`src/rtl/rxr_pkg.sv`:
```
package rxr_pkg;
   typedef enum logic [1:0] {
      RSEL_BASE  = 2'd0,
      RSEL_RDPTR = 2'd1,
      RSEL_CFG   = 2'd2,
      RSEL_NONE  = 2'd3
   } rsel_e;
endpackage

```
`src/rtl/rxr_size_sel.sv`:
```
module rxr_size_sel #(
   parameter int CFG_W    = 2,
   parameter int MIN_LOG2 = 13,
   parameter int RING_W   = 17
) (
   input  logic [CFG_W-1:0]  size_code,
   output logic [RING_W-1:0] ring_bytes
);
   localparam int MAX_LOG2 = MIN_LOG2 + (1 << CFG_W) - 1;

   if (MAX_LOG2 >= RING_W) begin : g_bad_width
      $error("ring size does not fit RING_W");
   end

   always_comb begin
      ring_bytes = RING_W'(1) << (MIN_LOG2 + int'(size_code));
   end
endmodule

```
`src/rtl/rxr_deliver_ctl.sv`:
```
module rxr_deliver_ctl
   import rxr_pkg::*;
#(
   parameter int OFF_W  = 16,
   parameter int LEN_W  = 16,
   parameter int REWIND = 16
) (
   input  logic             clk,
   input  logic             rst_n,
   input  logic             wr_en,
   input  logic [1:0]       wr_sel,
   input  logic [OFF_W-1:0] wr_ptr,
   input  logic [OFF_W-1:0] off_q,
   input  logic [OFF_W-1:0] rd_q,
   input  logic             empty_q,
   input  logic             base_set_q,
   input  logic [OFF_W:0]   ring_bytes,
   input  logic             q_nonempty,
   input  logic [LEN_W-1:0] q_head_len,
   input  logic             in_valid,
   input  logic [LEN_W-1:0] in_len,
   output logic             do_dlv,
   output logic [OFF_W-1:0] dlv_off,
   output logic [LEN_W-1:0] dlv_len,
   output logic             dlv_irq,
   output logic             wrap_irq,
   output logic             pop,
   output logic             store,
   output logic [OFF_W-1:0] off_nxt,
   output logic [OFF_W-1:0] rd_nxt,
   output logic             empty_nxt
);
   localparam logic [OFF_W-1:0] RD_INIT = {{(OFF_W-4){1'b1}}, 4'h0};

   logic             ptr_over;
   logic [OFF_W-1:0] resync;
   logic             arr_ok;
   logic             bypass;
   logic             retire;

   assign ptr_over = {1'b0, wr_ptr} > ring_bytes;
   assign resync   = (wr_ptr >= off_q) ? wr_ptr + OFF_W'(REWIND) : off_q;
   assign arr_ok   = in_valid & base_set_q;
   assign retire   = !({1'b0, dlv_off} > ring_bytes);

   always_comb begin
      do_dlv    = 1'b0;
      dlv_off   = off_q;
      dlv_len   = q_head_len;
      dlv_irq   = 1'b0;
      wrap_irq  = 1'b0;
      bypass    = 1'b0;
      store     = 1'b0;
      off_nxt   = off_q;
      rd_nxt    = rd_q;
      empty_nxt = empty_q;
      if (wr_en) begin
         store = arr_ok;
         case (wr_sel)
            RSEL_BASE: begin
               off_nxt   = '0;
               rd_nxt    = RD_INIT;
               empty_nxt = 1'b1;
               if (q_nonempty) begin
                  do_dlv  = 1'b1;
                  dlv_off = '0;
                  dlv_irq = 1'b1;
               end
            end
            RSEL_RDPTR: begin
               rd_nxt = wr_ptr;
               if (ptr_over) begin
                  off_nxt  = '0;
                  wrap_irq = 1'b1;
               end else if (q_nonempty) begin
                  do_dlv  = 1'b1;
                  dlv_off = resync;
               end else begin
                  off_nxt   = resync;
                  empty_nxt = 1'b1;
               end
            end
            default: ;
         endcase
      end else if (arr_ok) begin
         store = 1'b1;
         if (empty_q) begin
            do_dlv  = 1'b1;
            dlv_irq = 1'b1;
            if (!q_nonempty) begin
               bypass  = 1'b1;
               dlv_len = in_len;
            end
         end
      end
      pop = 1'b0;
      if (do_dlv) begin
         off_nxt   = dlv_off + OFF_W'(dlv_len);
         empty_nxt = 1'b0;
         pop       = retire & !bypass;
         if (bypass && retire) store = 1'b0;
      end
   end

   // the queue head is retired only when it exists
   p_pop_has_head_r12: assert property (@(posedge clk) disable iff (!rst_n)
      pop |-> q_nonempty);
   // no arrival is kept before a ring base exists
   p_discard_r10: assert property (@(posedge clk) disable iff (!rst_n)
      (in_valid && !base_set_q) |-> !store);
   // an offset past the ring end never retires a record
   p_no_retire_r8: assert property (@(posedge clk) disable iff (!rst_n)
      (do_dlv && ({1'b0, dlv_off} > ring_bytes)) |-> !pop);
endmodule

```
`src/rtl/rxring_ptr_mgr.sv`:
```
module rxring_ptr_mgr
   import rxr_pkg::*;
#(
   parameter int DATA_W   = 32,
   parameter int ADDR_W   = 32,
   parameter int OFF_W    = 16,
   parameter int LEN_W    = 16,
   parameter int REWIND   = 16,
   parameter int CFG_LSB  = 11,
   parameter int CFG_W    = 2,
   parameter int MIN_LOG2 = 13
) (
   input  logic              clk,
   input  logic              rst_n,
   input  logic              reg_wr_en,
   input  logic [1:0]        reg_wr_sel,
   input  logic [DATA_W-1:0] reg_wr_data,
   input  logic              rec_in_valid,
   input  logic [LEN_W-1:0]  rec_in_len,
   output logic              rec_in_store,
   input  logic              q_nonempty,
   input  logic [LEN_W-1:0]  q_head_len,
   output logic              q_pop,
   output logic              wr_cmd_valid,
   output logic [ADDR_W-1:0] wr_cmd_addr,
   output logic [LEN_W-1:0]  wr_cmd_len,
   output logic              rx_irq,
   output logic              buf_empty,
   output logic [OFF_W-1:0]  wr_offset,
   output logic [OFF_W-1:0]  rd_pointer
);
   localparam int RING_W = OFF_W + 1;
   localparam logic [OFF_W-1:0] RD_INIT = {{(OFF_W-4){1'b1}}, 4'h0};

   if (ADDR_W > DATA_W || OFF_W > DATA_W) begin : g_bad_data
      $error("DATA_W too narrow for address or pointer");
   end
   if (LEN_W > OFF_W || OFF_W < 8) begin : g_bad_len
      $error("LEN_W must not exceed OFF_W, OFF_W at least 8");
   end
   if (CFG_LSB + CFG_W > DATA_W) begin : g_bad_cfg
      $error("configuration field outside data word");
   end

   logic [ADDR_W-1:0] base_q;
   logic              base_set_q;
   logic [CFG_W-1:0]  size_code_q;
   logic [OFF_W-1:0]  off_q, rd_q;
   logic              empty_q;
   logic [RING_W-1:0] ring_bytes;

   logic              do_dlv, dlv_irq, wrap_irq;
   logic [OFF_W-1:0]  dlv_off, off_nxt, rd_nxt;
   logic [LEN_W-1:0]  dlv_len;
   logic              empty_nxt;
   logic              base_wr, cfg_wr;
   logic [ADDR_W-1:0] base_use, dlv_addr;

   assign base_wr  = reg_wr_en && (reg_wr_sel == RSEL_BASE);
   assign cfg_wr   = reg_wr_en && (reg_wr_sel == RSEL_CFG);
   assign base_use = base_wr ? reg_wr_data[ADDR_W-1:0] : base_q;

   rxr_size_sel #(
      .CFG_W(CFG_W), .MIN_LOG2(MIN_LOG2), .RING_W(RING_W)
   ) u_size (
      .size_code (size_code_q),
      .ring_bytes(ring_bytes)
   );

   rxr_deliver_ctl #(
      .OFF_W(OFF_W), .LEN_W(LEN_W), .REWIND(REWIND)
   ) u_ctl (
      .clk        (clk),
      .rst_n      (rst_n),
      .wr_en      (reg_wr_en),
      .wr_sel     (reg_wr_sel),
      .wr_ptr     (reg_wr_data[OFF_W-1:0]),
      .off_q      (off_q),
      .rd_q       (rd_q),
      .empty_q    (empty_q),
      .base_set_q (base_set_q),
      .ring_bytes (ring_bytes),
      .q_nonempty (q_nonempty),
      .q_head_len (q_head_len),
      .in_valid   (rec_in_valid),
      .in_len     (rec_in_len),
      .do_dlv     (do_dlv),
      .dlv_off    (dlv_off),
      .dlv_len    (dlv_len),
      .dlv_irq    (dlv_irq),
      .wrap_irq   (wrap_irq),
      .pop        (q_pop),
      .store      (rec_in_store),
      .off_nxt    (off_nxt),
      .rd_nxt     (rd_nxt),
      .empty_nxt  (empty_nxt)
   );

   if (ADDR_W > OFF_W) begin : g_addr_wide
      assign dlv_addr = base_use + {{(ADDR_W-OFF_W){1'b0}}, dlv_off};
   end else begin : g_addr_narrow
      assign dlv_addr = base_use + dlv_off[ADDR_W-1:0];
   end

   always_ff @(posedge clk or negedge rst_n) begin
      if (!rst_n) begin
         base_q      <= '0;
         base_set_q  <= 1'b0;
         size_code_q <= '0;
         off_q       <= '0;
         rd_q        <= RD_INIT;
         empty_q     <= 1'b1;
         wr_cmd_valid <= 1'b0;
         wr_cmd_addr <= '0;
         wr_cmd_len  <= '0;
         rx_irq      <= 1'b0;
      end else begin
         if (base_wr) begin
            base_q     <= reg_wr_data[ADDR_W-1:0];
            base_set_q <= 1'b1;
         end
         if (cfg_wr) size_code_q <= reg_wr_data[CFG_LSB +: CFG_W];
         off_q        <= off_nxt;
         rd_q         <= rd_nxt;
         empty_q      <= empty_nxt;
         wr_cmd_valid <= do_dlv;
         if (do_dlv) begin
            wr_cmd_addr <= dlv_addr;
            wr_cmd_len  <= dlv_len;
         end
         rx_irq <= (do_dlv & dlv_irq) | wrap_irq;
      end
   end

   assign buf_empty  = empty_q;
   assign wr_offset  = off_q;
   assign rd_pointer = rd_q;

   // a rebase restores the read pointer
   p_base_resets_rd_r3: assert property (@(posedge clk) disable iff (!rst_n)
      base_wr |=> (rd_pointer == RD_INIT));
   // a placement always clears the drained flag
   p_cmd_clears_empty_r4: assert property (@(posedge clk) disable iff (!rst_n)
      wr_cmd_valid |-> !buf_empty);
   // offset sits right after the record just placed
   p_offset_follows_cmd_r4: assert property (@(posedge clk) disable iff (!rst_n)
      wr_cmd_valid |-> (wr_offset == OFF_W'(wr_cmd_addr - base_q) + OFF_W'(wr_cmd_len)));
   // a pointer past the ring end wraps the offset with an interrupt
   p_wrap_zeroes_r6: assert property (@(posedge clk) disable iff (!rst_n)
      (reg_wr_en && reg_wr_sel == RSEL_RDPTR && ({1'b0, reg_wr_data[OFF_W-1:0]} > ring_bytes))
      |=> (wr_offset == '0 && rx_irq && !wr_cmd_valid));
   // an in-range pointer write with a head record places it quietly
   p_quiet_place_r7: assert property (@(posedge clk) disable iff (!rst_n)
      (reg_wr_en && reg_wr_sel == RSEL_RDPTR && q_nonempty &&
       !({1'b0, reg_wr_data[OFF_W-1:0]} > ring_bytes))
      |=> (wr_cmd_valid && !rx_irq));
endmodule

```
`config.mk`:
```
export PLATFORM = sky130hd
export DESIGN_NAME = rxring_ptr_mgr
export DESIGN_NICKNAME = d
export VERILOG_FILES = /design/src/rtl/rxr_pkg.sv /design/src/rtl/rxr_size_sel.sv /design/src/rtl/rxr_deliver_ctl.sv /design/src/rtl/rxring_ptr_mgr.sv
export SDC_FILE = /design/constraint.sdc
export NUM_CORES = 1
export LEC_CHECK = 0
export ABC_AREA = 1
export CORE_MARGIN = 4
export CORE_UTILIZATION = 40
export CTS_BUF_LIST = sky130_fd_sc_hd__clkbuf_8
export DETAILED_ROUTE_END_ITERATION = 16
export PLACE_DENSITY = 0.79
export SYNTH_ARGS = -nofsm -noshare
export SYNTH_HDL_FRONTEND = slang
export SYNTH_SLANG_ARGS = --single-unit
```
`constraint.sdc`:
```
create_clock -name clk -period 4.85 [get_ports clk]
set_input_delay 0.97 -clock clk [delete_from_list [all_inputs] [get_ports clk]]
set_output_delay 0.97 -clock clk [all_outputs]
set_load 0.01 [all_outputs]
```
==> results of run 1 <==
[stage by stage]
step	hold WS (ps)	std cells	util, %	power (mW)	TNS [ps]
6_report	470	1828	69.3	6.49	-4940
5_1_grt	507	1828	69.3	6.82	-9260
4_1_cts	477	1819	66.1	5.89	-1140
3_5_place_dp	455	1692	57.7	4.18	-18540
3_3_place_gp	448	1692	57.7	4.13	-16710
2_1_floorplan	434	1108	-	2.68	0
[where the power goes]
| part | switching, mW | internal [mW] |
|---|---|---|
| Combinational | 2.04 | 2.10 |
| Clock | 0.492 | 0.520 |
| Sequential | 0.127 | 1.22 |
[area by class of cell]
type / instances / area (um2)
Tap cell: 265 / 332
Clock inverter: 15 / 193
Fill cell: 1431 / 6080
Timing Repair Buffer: 455 / 3910
Clock buffer: 17 / 234
Sequential cell: 118 / 2970
Inverter: 124 / 468
Multi-Input combinational cell: 834 / 5600
[cell usage in the layout (no fill, tap or decap), types with 25 or more instances in the layout]
cell type        instances
buf_4                  281
nand2_1                241
clkdlybuf4s50_1        136
dfrtp_1                105
inv_1                  103
o21ai_0                 78
nor2_1                  71
a21oi_1                 69
ha_1                    40
a31oi_1                 29
o21ai_1                 28
ha_4                    28
nand2_2                 25
nand3_1                 25
xor2_1                  25
[flip-flops by register name, indices dropped and copies added, names as in the netlist, 2 cells and up]
register     count
wr_offset       16
size_code_q      2
base_q          32
wr_cmd_addr     32
wr_cmd_len      16
rd_pointer      16
[worst paths after layout]
kind	to
max	rec_in_store
min	base_set_q
max reg2reg	wr_offset[12]
min in group asynchronous	wr_offset[0]
min reg2reg	base_set_q
max in group asynchronous	buf_empty
[timing repair]
action / in CTS / in global routing
hold buffers: 0 / 0
resized for setup: 187 / 145
setup buffers: 93 / 19
cloned: 3 / 0
setup endpoints to repair: 18 / 31
endpoints found under the hold margin: 0 / 0
pin swaps: 76 / 70
[cells by family (layout without fill, tap and decap cells)]
logic type	after synthesis	after routing	synth area share, %
AND/OR/NAND/NOR	433	433	21.9
AO/OA/AOI/OAI	274	274	18.3
buffers and inverters	156	611	7.71
flip-flops	118	118	36.4
adder cells (fa/ha/maj)	72	72	11.2
XOR/XNOR	38	38	4.08
other	2	15	0.0920
multiplexers	2	2	0.276
[worst max-delay path, stage by stage]
cell and delay, ps:
buf_6 100, ha_4 240, a21oi_2 270, nand2_1 110
nor2_1 130, nand2_2 90, nand2_4 70, nand2_4 70
buf_12 150, buf_12 140, buf_4 150, nand2_1 60
o21ai_1 140, o21ai_0 290, o21ai_0 200, ha_1 330
nand2_1 70, nor2_1 150, a21oi_2 80, nor2_2 110
o21ai_1 80, nand2_1 130, o41ai_4 90, buf_4 150
a21oi_1 140, buf_2 160
[routing by layer]
metal | vias up | share of wire [%]
met2 | 632 | 47
met5 | - | 0
met4 | 0 | 6.8
li1 | 4542 | -
met1 | 4656 | 38
met3 | 204 | 8.8
==> metrics.cfg, run 1 <==
[layout]
fin_area_um2=13700
nets=1693
syn_to_final_growth_pct=68.0
num_antenna_cells=0
drive_gt1_share_pct=35.6

[placed_design]
portBuffers=155
gp_congestion=0.923
place_ws_ps=-1180
post-dp-hpwl_um=22000
place_area_um2=11400

[grt]
grt_util_met3_pct=6.37
antenna_found_initial=0
grt_pass1_wl_um=48900
grt_start_max_net_pins=75
gr-total-overflow=0
grtUsageMet1_pct=33.0
grt_use_total_pct=27.9
met2_usage_pct=45.7
top_usage_layer=met2
grt_pass1_vias=9574

[drt]
vias=10000
dr.pass1.iters=6
viasPerCell=5.49
routedWlPerCell_um=19.2
drcViolationCount=0
wl_um=35200
drt_iter0_markers=912
ant_nets=0

[clock_tree]
cts_tree=done
clockBufferDepth=2
clk_pin_slew_ps=80
clock-sinks=118
h-tree-depth=4
cts-root-buf=clkbuf_8
numCtsBuffers=17
clk_latency_ps=480

[floorplanning]
io_pins=156
core.rowCount=51
dieArea_um2=22700
die_x_um=151
start_util_pct=41.3
die_h_um=151
coreArea_um2=19800

[worst_setup_path]
worstSetupPathType=primary input to primary output
regToRegSetupSlack_ps=-540
cp.arrival_ps=4700
end_kind=primary output
reg2reg_from=wr_offset[7]
crit_path_max_fanout=8
startpoint_type=primary input
reg2reg_depth=39
cp.required_ps=3880
cp-startpoint=reg_wr_data[7]

[sta]
slew_viol_final=0
hold_viol_final=0
finalCritPeriodShare_pct=117
rsz0062_at_grt=true
finalSetupViolations=20
finalCriticalPeriod_ps=5670
clock_skew_ps=13.7
max_freq_mhz=176
worst_slack_ps=-821
slew_headroom_pct=32.4
worstMarginPinSlew_ps=1010

[yosys]
ys.flop_type=dfrtp_1
ys_seq_area_share_pct=36.4
yosysTopAreaCell=dfrtp_1
avgSynthCellArea_um2=7.45
yosys.cell_count.top_type=nand2_1
yosys_warnings=0
synth_cell_types=49
synth_seq_cells=118
synthArstFlopShare_pct=100
yosysTopAreaCellShare_pct=32.2
netlist_area_um2=8160
synthCells=1095
synth-edff-count=0
synth_common_cells=nand2_1, inv_1, o21ai_0, dfrtp_1, a21oi_1
synth_area_leaders=dfrtp_1, nand2_1, ha_1, o21ai_0, a21oi_1

[hold_path]
hold_start=base_set_q
hold_path_class=flip-flop to flip-flop
hold_depth=2

[status]
violations=setup timing
status=finished, violations left

[pwr]
vdd_drop_max_mv=0.279
p_leak_nw=6.60
power_density_nw_per_um2=474

[job]
cap_violations=0

(Power assumes the default switching activity.)
==> inputs of run 2 (changes only) <==
--- a/config.mk
+++ b/config.mk
@@ -5,7 +5,7 @@
 export SDC_FILE = /design/constraint.sdc
 export NUM_CORES = 1
 export LEC_CHECK = 0
-export ABC_AREA = 1
+export ABC_AREA = 0
 export CORE_MARGIN = 4
 export CORE_UTILIZATION = 40
 export CTS_BUF_LIST = sky130_fd_sc_hd__clkbuf_8
==> run 2 against run 1 <==
  * The flow still finishes with violations (setup timing)
  * Count of clock-buffer cells in the layout increased by 2
  * Worst hold slack improved by 10 ps
  * Synthesized area decreased by 4.6%
  * Clock power increased by 7%
  * Global-route usage decreased by 4.2 points
  * Critical path depth decreased by 4
  * Critical path type unchanged
==> metrics.cfg, run 2 <==
[pwr]
p_comb_share_pct=57.8
p_int_mw=3.76
vdd_drop_max_mv=0.236
power_density_nw_per_um2=497
switchingPower_mw=2.24
switching_share_pct=37.3
total_power_mw=5.99
clock_power_share_pct=18.0
seq_power_share_pct=24.1
p_leak_nw=5.36

[layout]
final_util_pct=63.8
drive_gt1_share_pct=35.2
syn_to_final_growth_pct=54.8
fin_area_um2=12100
top_regs=base_q: 32 flops, wr_cmd_addr: 32 flops
fin_cells=1439
nets=1309
num_antenna_cells=0
final_common_cell=buf_4
final_cell_mix=buf_4, clkdlybuf4s50_1, dfrtp_1

[yosys]
synthCells=798
ys.flop_type=dfrtp_1
ys_seq_area_share_pct=38.1
yosysTopAreaCellShare_pct=33.8
yosysTopAreaCell=dfrtp_1
netlist_area_um2=7780
synth-edff-count=0
avgSynthCellArea_um2=9.76
synth_common_cells=dfrtp_1, ha_1, nor2_1, a21oi_1
synth_cell_types=74
synth_seq_cells=118
synth_area_leaders=dfrtp_1, ha_1, mux2_2, dfstp_2, a21oi_1
yosys_warnings=0
synthArstFlopShare_pct=100
yosys.cell_count.top_type=dfrtp_1

[grt]
grt_pass1_wl_um=41100
grt_use_total_pct=23.6
grt_pass1_vias=7935
antenna_found_initial=0
gr-total-overflow=0
grt_start_max_net_pins=76

[clock_tree]
clk_latency_ps=460
clk_pin_slew_ps=70
clockBufferDepth=2
numCtsBuffers=17
holdBufCountCts=0
cts-root-buf=clkbuf_8
cts_tree=done
clock-sinks=118
h-tree-depth=4

[floorplanning]
die_x_um=148
io_pins=156
die_h_um=148
core.rowCount=50
dieArea_um2=21800
start_util_pct=41.2
coreArea_um2=18900

[sta]
worst_slack_ps=-490
finalCriticalPeriod_ps=5340
worstMarginPinSlew_ps=960
hold_slack_ps=480
finalSetupTns_ps=-949
rsz0062_at_grt=true
finalCritPeriodShare_pct=110
finalSetupViolations=2
slew_headroom_pct=36.0
clock_skew_ps=14.5
max_freq_mhz=187
slew_viol_final=0
hold_viol_final=0

[placed_design]
gp_congestion=0.921
post-place-cells=1375
post-dp-hpwl_um=19300
portBuffers=155
place_ws_ps=-1480
place_area_um2=10900

[drt]
wl_um=26200
viasPerCell=5.39
ant_nets=0
drt_iter0_markers=645
vias=7762
drcViolationCount=0
routedWlPerCell_um=18.2
dr.pass1.iters=5

[worst_setup_path]
cp.arrival_ps=4370
end_kind=primary output
cpPeakStageDelay_ps=260
startpoint_type=primary input
worstSetupPathType=primary input to primary output
cp_slowest_cell=ha_1
path_buf_inv=4
crit_path_max_fanout=4
cp_top_family=compound AO/OA/AOI/OAI gates
cp.required_ps=3880
cp_cell_sequence=buf_4 > ha_4 > a21oi_4 > nor2_2 > a211oi_2 > buf_4 > o211ai_1 > buf_4 > and3_4 > mux2i_1 > nor2_2 > ha_1 > nor2b_4 > o21a_1 > o21a_1 > o21ai_1 > nand2b_1 > a21oi_2 > o21a_1 > a21bo_2 > nor3b_4 > buf_2

[job]
cap_violations=0

[hold_path]
hold_path_class=flip-flop to flip-flop

[status]
status=finished, violations left
violations=setup timing

run 2: worst register-to-register path: stages (launching register included):
cell      delay, ps
dfrtp_1         400
buf_4           170
nand2b_4        160
ha_4            270
and4b_1         210
nand4_1         120
o311a_4         160
nor3_4          120
and3_4          210
buf_4           170
nor2_1           50
a211oi_1        290
buf_4           190
buf_4           110
ha_1            250
a21oi_1         240
buf_4           160
nor2_1           40
a21oi_1         160
o311ai_1        180
a21o_1          210
a21oi_1         200
buf_4           140
xnor2_1          80
a221oi_1        250
a21oi_1          60
run 2: cells by family (layout without fill, tap and decap cells):
| logic type | Yosys count | after routing | synth area share [%] |
|---|---|---|---|
| muxes | 69 | 69 | 9.80 |
| AOI/OAI and AO/OA | 212 | 212 | 17.9 |
| buffers and inverters | 66 | 434 | 3.62 |
| DFF | 118 | 118 | 38.1 |
| adders and majority gates | 72 | 72 | 11.8 |
| and+or+nand+nor | 208 | 208 | 12.9 |
| xor gates and xnor gates | 51 | 51 | 5.74 |
| other | 2 | 15 | 0.0965 |
run 2: path summary, 6_finish.rpt:
| check | from | end | slack, ps | cells past startpoint |
|---|---|---|---|---|
| min reg2reg | rd_pointer[0] | rd_pointer[0] | 480 | 2 |
| max reg2reg | size_code_q[1] | wr_offset[12] | 140 | 25 |
| max in group asynchronous | rst_n | wr_offset[8] | 3240 | 2 |
| max | reg_wr_data[13] | q_pop | -490 | 22 |
| min in group asynchronous | rst_n | wr_cmd_addr[16] | 670 | 1 |
| min | rd_pointer[0] | rd_pointer[0] | 480 | 2 |
run 2: cell type report:
type,instances,area [um2]
clock buffers,19,262
clock inverters,13,203
flip-flops and latches,118,2970
multi-input cells,627,5070
fillers,1467,6840
well taps,260,325
repair buffers,361,3060
inverters,41,156
run 2: layer usage:
metal / up-vias / share of wire (%) / GRT usage, %
met2: 297 / 47 / 39.5
met1: 3804 / 43 / 30.9
met3: 60 / 6.6 / 4.48
met5: - / 0 / 0
met4: 0 / 2.8 / 7.78
li1: 3601 / - / -
run 2: repair_timing:
| item | CTS | global route |
|---|---|---|
| pin swaps | 56 | 46 |
| setup endpoints to repair | 33 | 26 |
| buffers inserted | 23 | 9 |
| resized for setup | 112 | 58 |
run 2: power by group through the flow:
stage                     registers [mW]  clock network (mW)  logic, mW
after floorplan                     1.58                   0       1.41
after global placement              1.44                   0       3.03
after detailed placement            1.46                   0       3.08
after CTS                           1.45                1.09       3.29
after global routing                1.48                1.12       3.74
final                               1.45                1.08       3.46
